**config.mk**
```make
export PLATFORM = sky130hd
export DESIGN_NAME = te_line_sync
export DESIGN_NICKNAME = d
export VERILOG_FILES = /design/src/rtl/te_sync_pkg.sv /design/src/rtl/te_input_sync.sv /design/src/rtl/te_pulse_meter.sv /design/src/rtl/te_cfg_check.sv /design/src/rtl/te_line_tracker.sv /design/src/rtl/te_line_sync.sv
export SDC_FILE = /design/constraint.sdc
export NUM_CORES = 1
export LEC_CHECK = 0
export ABC_CLOCK_PERIOD_IN_PS = 2600
export BUFFER_PORTS_ARGS = -buffer_cell sky130_fd_sc_hd__buf_2
export CAP_MARGIN = 30
export CORE_UTILIZATION = 30
export CTS_BUF_LIST = sky130_fd_sc_hd__clkbuf_16
export DETAILED_ROUTE_END_ITERATION = 6
export PLACE_DENSITY = 0.54
export SYNTH_ARGS = -nofsm -noshare
export SYNTH_HDL_FRONTEND = slang
export SYNTH_SLANG_ARGS = --single-unit
```
**constraint.sdc**
```tcl
create_clock -name clk -period 2.6 [get_ports clk]
set_input_delay 0.26 -clock clk [delete_from_list [all_inputs] [get_ports clk]]
set_output_delay 0.26 -clock clk [all_outputs]
set_load 0.05 [all_outputs]
```
**src/rtl/te_sync_pkg.sv**
```systemverilog
// Package: shared encodings for the tearing-effect line trigger.
// Assumes: nothing; types only.
package te_sync_pkg;

    // Wait mode encoding carried on trig_mode.
    typedef enum logic [1:0] {
        MODE_INTERNAL = 2'd0,
        MODE_FRAME_OR_LINE = 2'd1,
        MODE_LINE_ONLY = 2'd2,
        MODE_LINE_ONLY_ALT = 2'd3
    } te_mode_e;

    // Index of each pulse-kind meter.
    localparam int KIND_FRAME = 0;
    localparam int KIND_LINE = 1;
    localparam int NUM_KINDS = 2;

endpackage

```
**src/rtl/te_input_sync.sv**
```systemverilog
// Module: te_input_sync
// Brings the asynchronous panel wire into the clock domain through a
// flop chain. Assumes idle_lvl is the inactive level of the wire, so that
// the chain resets to "no pulse" and reset release creates no false run.
module te_input_sync #(
    parameter int STAGES = 2
) (
    input  logic clk,
    input  logic rst_n,
    input  logic idle_lvl,
    input  logic din,
    output logic dout
);
    logic [STAGES-1:0] stg_q;

    // First stage captures the raw wire.
    always_ff @(posedge clk) begin
        if (!rst_n) stg_q[0] <= idle_lvl;
        else        stg_q[0] <= din;
    end

    genvar gi;
    generate
        for (gi = 1; gi < STAGES; gi++) begin : g_stage
            // Each further stage re-samples the one before it.
            always_ff @(posedge clk) begin
                if (!rst_n) stg_q[gi] <= idle_lvl;
                else        stg_q[gi] <= stg_q[gi-1];
            end
        end
    endgenerate

    assign dout = stg_q[STAGES-1];
endmodule

```
**src/rtl/te_pulse_meter.sv**
```systemverilog
// Module: te_pulse_meter
// Counts how many cycles a qualified level stays active. When the level
// drops, it reports the run length for one cycle. The count saturates at
// the top of its range. Assumes active is already synchronised.
module te_pulse_meter #(
    parameter int CW = 8
) (
    input  logic          clk,
    input  logic          rst_n,
    input  logic          active,
    output logic          end_vld,
    output logic [CW-1:0] end_len
);
    localparam logic [CW-1:0] CNT_MAX = {CW{1'b1}};
    localparam logic [CW-1:0] CNT_ONE = {{(CW-1){1'b0}}, 1'b1};

    logic [CW-1:0] run_q;

    // Run counter plus the one-cycle end-of-run report.
    always_ff @(posedge clk) begin
        if (!rst_n) begin
            run_q   <= '0;
            end_vld <= 1'b0;
            end_len <= '0;
        end else begin
            end_vld <= 1'b0;
            if (active) begin
                if (run_q != CNT_MAX) run_q <= run_q + CNT_ONE;
            end else if (run_q != '0) begin
                end_vld <= 1'b1;
                end_len <= run_q;
                run_q   <= '0;
            end
        end
    end

    // A report is a single cycle: a new run needs an active cycle first.
    assert_end_single_R4: assert property (@(posedge clk) disable iff (!rst_n)
        end_vld |=> !end_vld);

    // A report never carries an empty run.
    assert_end_nonzero_R4: assert property (@(posedge clk) disable iff (!rst_n)
        end_vld |-> (end_len != '0));
endmodule

```
**src/rtl/te_cfg_check.sv**
```systemverilog
// Module: te_cfg_check
// Flags threshold settings that make the pulse kinds ambiguous or too short
// to resolve. The flag is registered, so it follows the inputs one cycle
// later. Assumes settings are quasi-static.
module te_cfg_check #(
    parameter int CW = 8
) (
    input  logic          clk,
    input  logic          rst_n,
    input  logic [CW-1:0] hs_w,
    input  logic [CW-1:0] vs_w,
    input  logic [1:0]    mode,
    output logic          err_q
);
    import te_sync_pkg::*;

    localparam logic [CW-1:0] MIN_LINE      = CW'(2);
    localparam logic [CW-1:0] MIN_FRAME_M1  = CW'(4);
    localparam logic [CW-1:0] MIN_FRAME_OTH = CW'(2);

    te_mode_e      mode_e;
    logic [CW-1:0] min_frame;
    logic          bad_line;
    logic          bad_frame;
    logic          bad_equal;

    assign mode_e = te_mode_e'(mode);

    // Minimum frame width depends on the wait mode.
    always_comb begin
        if (mode_e == MODE_FRAME_OR_LINE) min_frame = MIN_FRAME_M1;
        else                              min_frame = MIN_FRAME_OTH;
    end

    assign bad_line  = (hs_w < MIN_LINE);
    assign bad_frame = (vs_w < min_frame);
    assign bad_equal = (hs_w == vs_w);

    // Register the combined verdict.
    always_ff @(posedge clk) begin
        if (!rst_n) err_q <= 1'b0;
        else        err_q <= bad_line | bad_frame | bad_equal;
    end

    // Equal thresholds are reported in the following cycle.
    assert_err_on_equal_R10: assert property (@(posedge clk) disable iff (!rst_n)
        (hs_w == vs_w) |=> err_q);

    // A line width below two ticks is reported in the following cycle.
    assert_err_on_short_line_R10: assert property (@(posedge clk) disable iff (!rst_n)
        (hs_w < MIN_LINE) |=> err_q);
endmodule

```
**src/rtl/te_line_tracker.sv**
```systemverilog
// Module: te_line_tracker
// Keeps the line count since the last frame pulse and decides when to fire
// the transfer trigger according to the wait mode. Assumes frame and line
// events are single-cycle and that a frame event wins when both arrive.
module te_line_tracker #(
    parameter int LW = 11
) (
    input  logic          clk,
    input  logic          rst_n,
    input  logic          frame_evt,
    input  logic          line_evt,
    input  logic [1:0]    mode,
    input  logic [LW-1:0] target,
    input  logic          err_q,
    output logic          trig_q,
    output logic [LW-1:0] cnt_q
);
    import te_sync_pkg::*;

    localparam logic [LW-1:0] LINE_MAX = {LW{1'b1}};
    localparam logic [LW-1:0] LINE_ONE = {{(LW-1){1'b0}}, 1'b1};

    te_mode_e      mode_e;
    logic          seen_q;
    logic [LW-1:0] cnt_next;
    logic          cnt_full;
    logic          frame_fire;
    logic          line_fire;

    assign mode_e   = te_mode_e'(mode);
    assign cnt_full = (cnt_q == LINE_MAX);
    assign cnt_next = cnt_q + LINE_ONE;

    // Fire conditions for each event kind.
    assign frame_fire = !err_q && (mode_e == MODE_FRAME_OR_LINE) && (target == '0);
    assign line_fire  = !err_q && seen_q && (mode_e != MODE_INTERNAL)
                        && !cnt_full && (cnt_next == target);

    // Line counter, frame-seen flag and trigger register.
    always_ff @(posedge clk) begin
        if (!rst_n) begin
            cnt_q  <= '0;
            seen_q <= 1'b0;
            trig_q <= 1'b0;
        end else begin
            trig_q <= 1'b0;
            if (frame_evt) begin
                cnt_q  <= '0;
                seen_q <= 1'b1;
                trig_q <= frame_fire;
            end else if (line_evt) begin
                if (!cnt_full) cnt_q <= cnt_next;
                trig_q <= line_fire;
            end
        end
    end

    // A frame pulse clears the count.
    assert_frame_clears_R2: assert property (@(posedge clk) disable iff (!rst_n)
        frame_evt |=> (cnt_q == '0));

    // A line pulse below saturation steps the count by one.
    assert_line_steps_R3: assert property (@(posedge clk) disable iff (!rst_n)
        (line_evt && !frame_evt && !cnt_full) |=> (cnt_q == $past(cnt_q) + LINE_ONE));

    // A saturated count holds.
    assert_line_saturates_R3: assert property (@(posedge clk) disable iff (!rst_n)
        (cnt_full && !frame_evt) |=> cnt_full);

    // Trigger never lasts two cycles.
    assert_trig_single_R9: assert property (@(posedge clk) disable iff (!rst_n)
        trig_q |=> !trig_q);

    // No trigger out of a cycle that had the error flag up.
    assert_no_trig_on_err_R10: assert property (@(posedge clk) disable iff (!rst_n)
        trig_q |-> !$past(err_q));

    // Internal mode never fires.
    assert_internal_quiet_R6: assert property (@(posedge clk) disable iff (!rst_n)
        trig_q |-> ($past(mode) != 2'd0));

    // Nothing fires before the first frame pulse.
    assert_needs_frame_R11: assert property (@(posedge clk) disable iff (!rst_n)
        trig_q |-> seen_q);
endmodule

```
**src/rtl/te_line_sync.sv**
```systemverilog
// Module: te_line_sync (top)
// Tearing-effect line trigger: synchronises the panel wire, measures active
// runs at the frame and line polarities, classifies each run by length and
// drives the line counter and trigger. Assumes thresholds, polarities and
// mode change only while the wire is idle.
module te_line_sync #(
    parameter int WID_W       = 8,
    parameter int LINE_W      = 11,
    parameter int SYNC_STAGES = 2
) (
    input  logic              clk,
    input  logic              rst_n,
    input  logic              te_in,
    input  logic              vs_pol_high,
    input  logic              hs_pol_high,
    input  logic [1:0]        trig_mode,
    input  logic [WID_W-1:0]  hs_width,
    input  logic [WID_W-1:0]  vs_width,
    input  logic [LINE_W-1:0] target_line,
    output logic              frame_trigger,
    output logic [LINE_W-1:0] line_count,
    output logic              cfg_error
);
    import te_sync_pkg::*;

    logic                   pin_s;
    logic [NUM_KINDS-1:0]   kind_act;
    logic [NUM_KINDS-1:0]   kind_end;
    logic [WID_W-1:0]       kind_len [NUM_KINDS];
    logic                   same_pol;
    logic                   frame_evt;
    logic                   line_evt;
    logic                   err_q;

    // Bring the wire into the clock domain; idle is the frame inactive level.
    te_input_sync #(.STAGES(SYNC_STAGES)) u_sync (
        .clk      (clk),
        .rst_n    (rst_n),
        .idle_lvl (~vs_pol_high),
        .din      (te_in),
        .dout     (pin_s)
    );

    // Qualify the synchronised wire against each pulse kind's active level.
    assign kind_act[KIND_FRAME] = (pin_s == vs_pol_high);
    assign kind_act[KIND_LINE]  = (pin_s == hs_pol_high);
    assign same_pol             = (vs_pol_high == hs_pol_high);

    genvar gk;
    generate
        for (gk = 0; gk < NUM_KINDS; gk++) begin : g_meter
            te_pulse_meter #(.CW(WID_W)) u_meter (
                .clk     (clk),
                .rst_n   (rst_n),
                .active  (kind_act[gk]),
                .end_vld (kind_end[gk]),
                .end_len (kind_len[gk])
            );
        end
    endgenerate

    // Classify finished runs: long enough is a frame, else a line if it
    // clears the line threshold and is not also a frame run.
    assign frame_evt = kind_end[KIND_FRAME] && (kind_len[KIND_FRAME] >= vs_width);
    assign line_evt  = kind_end[KIND_LINE] && (kind_len[KIND_LINE] >= hs_width)
                       && !(same_pol && (kind_len[KIND_LINE] >= vs_width));

    te_cfg_check #(.CW(WID_W)) u_check (
        .clk   (clk),
        .rst_n (rst_n),
        .hs_w  (hs_width),
        .vs_w  (vs_width),
        .mode  (trig_mode),
        .err_q (err_q)
    );

    te_line_tracker #(.LW(LINE_W)) u_track (
        .clk       (clk),
        .rst_n     (rst_n),
        .frame_evt (frame_evt),
        .line_evt  (line_evt),
        .mode      (trig_mode),
        .target    (target_line),
        .err_q     (err_q),
        .trig_q    (frame_trigger),
        .cnt_q     (line_count)
    );

    assign cfg_error = err_q;

    // With equal polarities a run is never both kinds at once.
    assert_kind_exclusive_R3: assert property (@(posedge clk) disable iff (!rst_n)
        (same_pol && frame_evt) |-> !line_evt);
endmodule

```
==> impl_metrics.ini <==
[routing]
drc_errors = 0
via_per_inst = 5.02
drt_wl_total_um = 7570
wl_per_cell_um = 13.3
wl_met3_um = 337
route.met2.wl_um = 3410
first_pass_iters = 4
drt-met1-wl_um = 3760
top_layer = met4
drtIter0Drc = 122
ant_nets = 0
vias = 2869

[die]
fp.dieW_um = 105
dieArea_sq_mm = 0.0111
rows = 37
die_y_um = 105
num_io_pins = 47
initial_core_util_pct = 30.9
core_area_sq_mm = 0.0103

[sta]
final_max_slew_viol_count = 0
tightest_slew_ps = 690
clock.fmax_ghz = 0.420
fin_crit_ps = 2380
setup_viol = 0
fin_tns_setup_ps = 0
skew_ps = 8.76
layout_setup_ws_ps = 221
hold_viol_final = 0
rsz0062_at_grt = no
slew_headroom_pct = 53.9
timing.hold.ws_ps = 172
post-route-period-util_pct = 91.5

[clocking]
numClockSinks = 50
cts_tree = yes
cts_inserted_buffers = 5
h-tree-depth = 2
cts_root_buf = clkbuf_16
clk_latency_ps = 290
clk_pin_slew_ps = 70
hold_buffers = 0
cts_buffer_depth = 2
cts-resized-gates = 0
post_cts_buffers = 0

[pwr]
irDropWorstVdd_v = 0.000235
p_leak_nw = 1.54
powerDensity_mw_per_mm2 = 447

[synthesis]
syn_area_sq_mm = 0.00319
yosys_warnings = 0
synth_top_area_share_pct = 31.3
synth_fa_ha_area_share_pct = 11.8
yosysUniqueCellTypes = 44
yosys.area.top_type = dfxtp_1
synth_fp_nets = 453
synth_compound_area_share_pct = 16.9
synthMuxAreaShare_pct = 0.940
synth_edf_count = 0
yosysSeqAreaShare_pct = 31.3
synth_top_family_by_area = simple AND/OR/NAND/NOR gates
synth_cells = 389
ys.flop_type = dfxtp_1
ys_async_sr_fraction_pct = 0
synth.area.top_cells = dfxtp_1 31%, ha_1 12%, xor2_1 5.5%
synthTopCellsByCount = 50 x dfxtp_1, 37 x nor2_1, 33 x nand2_1, 31 x a21oi_1, 30 x ha_1
synth_area_per_cell_sq_um = 8.21
ys_seq_elements = 50
yosys.area_share.simple_pct = 23.9
synth.most_common_cell = dfxtp_1
synth_xor_area_share_pct = 10.1

[critical_path]
crit_chain = inv_1, ha_1, nand2b_4, a2111oi_4, o211a_1, o22ai_1, buf_4, or4_1, a21oi_1
reg2reg_depth = 9
reg2reg_to = u_track.cnt_q[4]
worst_ep_arrival_time_ps = 2580
rrSetupSlack_ps = 220
cp_slowest_stage_delay_ps = 480
crit_path_start_kind = register
worstPathRequired_ps = 2810
end_kind = register
cp_slowest_cell = or4_1
r2r-start = g_meter[1].u_meter.end_len[0]
path_max_fanout = 20
critical_path_class = register to register

[finish]
syn_to_final_growth_pct = 16.1
final_core_util_pct = 35.9
multiInputGateArea_sq_mm = 0.00203
ff_latch_area_sq_mm = 0.00100
final_nets = 498
fillers = 1056
final_area_sq_mm = 0.00371
layout-drive-gt1-share_pct = 14.0
insertedDiodeCount = 0

[worst_hold_path]
min_path_type = primary input to register
hold_depth = 3
min_from = te_in
hold_end = u_sync.stg_q[0]

[place]
globalplace.congestion = 0.863
place_hpwl_um = 5970
placed_area_sq_mm = 0.00357
dpl_worst_slack_ps = 227
numPortBuffers = 46

[global_route]
grt_pass1_wl_um = 12700
grt_max_degree = 23
grt_usage_pct = 14.3
antenna_found_initial = 0
grt_pass1_vias = 2629
grt_overflow = 0

[run_status]
status = completed

[flow_run]
cap_violations = 0
==> worst max-delay path: cells and delay by family (launching register included) <==
kind | cells | cell delay (ps)
compound gates | 4 | 790
fa+ha+maj | 1 | 270
buf+inv | 2 | 280
flops | 1 | 330
simple gates | 2 | 630
==> layout make-up <==
cell class                 instances  area share, %
tap                              136           4.59
timing repair buffer              50           7.02
multi-input combinational        300           54.8
sequential                        50           27.0
inverter                          27           2.73
clock buffer                       5           3.37
clock inverter                     3          0.472
==> cell families after synthesis <==
logic type | after synthesis
AND/OR/NAND/NOR | 148
AO/OA/AOI/OAI | 82
flip-flops | 50
buffers and inverters | 39
XOR/XNOR | 37
adder cells (fa/ha/maj) | 30
multiplexers | 3
==> how the worst max path moves through the flow <==
stage	from	end	depth (start not counted)
after floorplan	u_track.cnt_q[0]	u_track.cnt_q[5]	7
after global placement	vs_width[0]	u_track.cnt_q[7]	9
after global routing	g_meter[1].u_meter.end_len[0]	u_track.cnt_q[3]	9
final	g_meter[1].u_meter.end_len[0]	u_track.cnt_q[4]	9
after detailed placement	vs_width[0]	u_track.cnt_q[4]	9
after CTS	g_meter[1].u_meter.end_len[0]	u_track.cnt_q[4]	9
==> flip-flops by register name, indices dropped and copies added, names as in the netlist <==
register	cells
u_track.seen_q	1
u_sync.stg_q	1
u_track.cnt_q	11
g_meter.u_meter.end_len	16
g_meter.u_meter.run_q	16
g_meter.u_meter.end_vld	2
u_check.err_q	1
u_track.trig_q	1
u_sync.dout	1
==> metal layers <==
metal | vias up | GRT usage (%)
met5 | - | 0
met4 | 0 | 3.92
met3 | 4 | 2.50
met2 | 66 | 22.6
met1 | 1323 | 19.8
li1 | 1476 | -
==> cell usage in the layout (no fill, tap or decap), types with 16 or more instances in the layout <==
cell / n
dfxtp_1: 50
xnor2_1: 17
a21oi_1: 31
xor2_1: 20
nor2_1: 37
o21ai_0: 16
buf_2: 46
nand2_1: 33
inv_1: 28
ha_1: 30
==> power by group <==
group | total [mW] | leakage [nW] | internal, mW | switching (mW)
Clock | 0.629 | 0.0750 | 0.353 | 0.276
Sequential | 0.792 | 0.404 | 0.780 | 0.0115
Combinational | 0.236 | 1.07 | 0.0927 | 0.144
==> metrics by stage <==
step	std cells	total power [mW]
floorplan	389	0.962
global placement	563	1.04
detailed placement	563	1.05
CTS	571	1.69
global route	571	1.75
finish	571	1.66
Power figures use the tool's default switching activity.
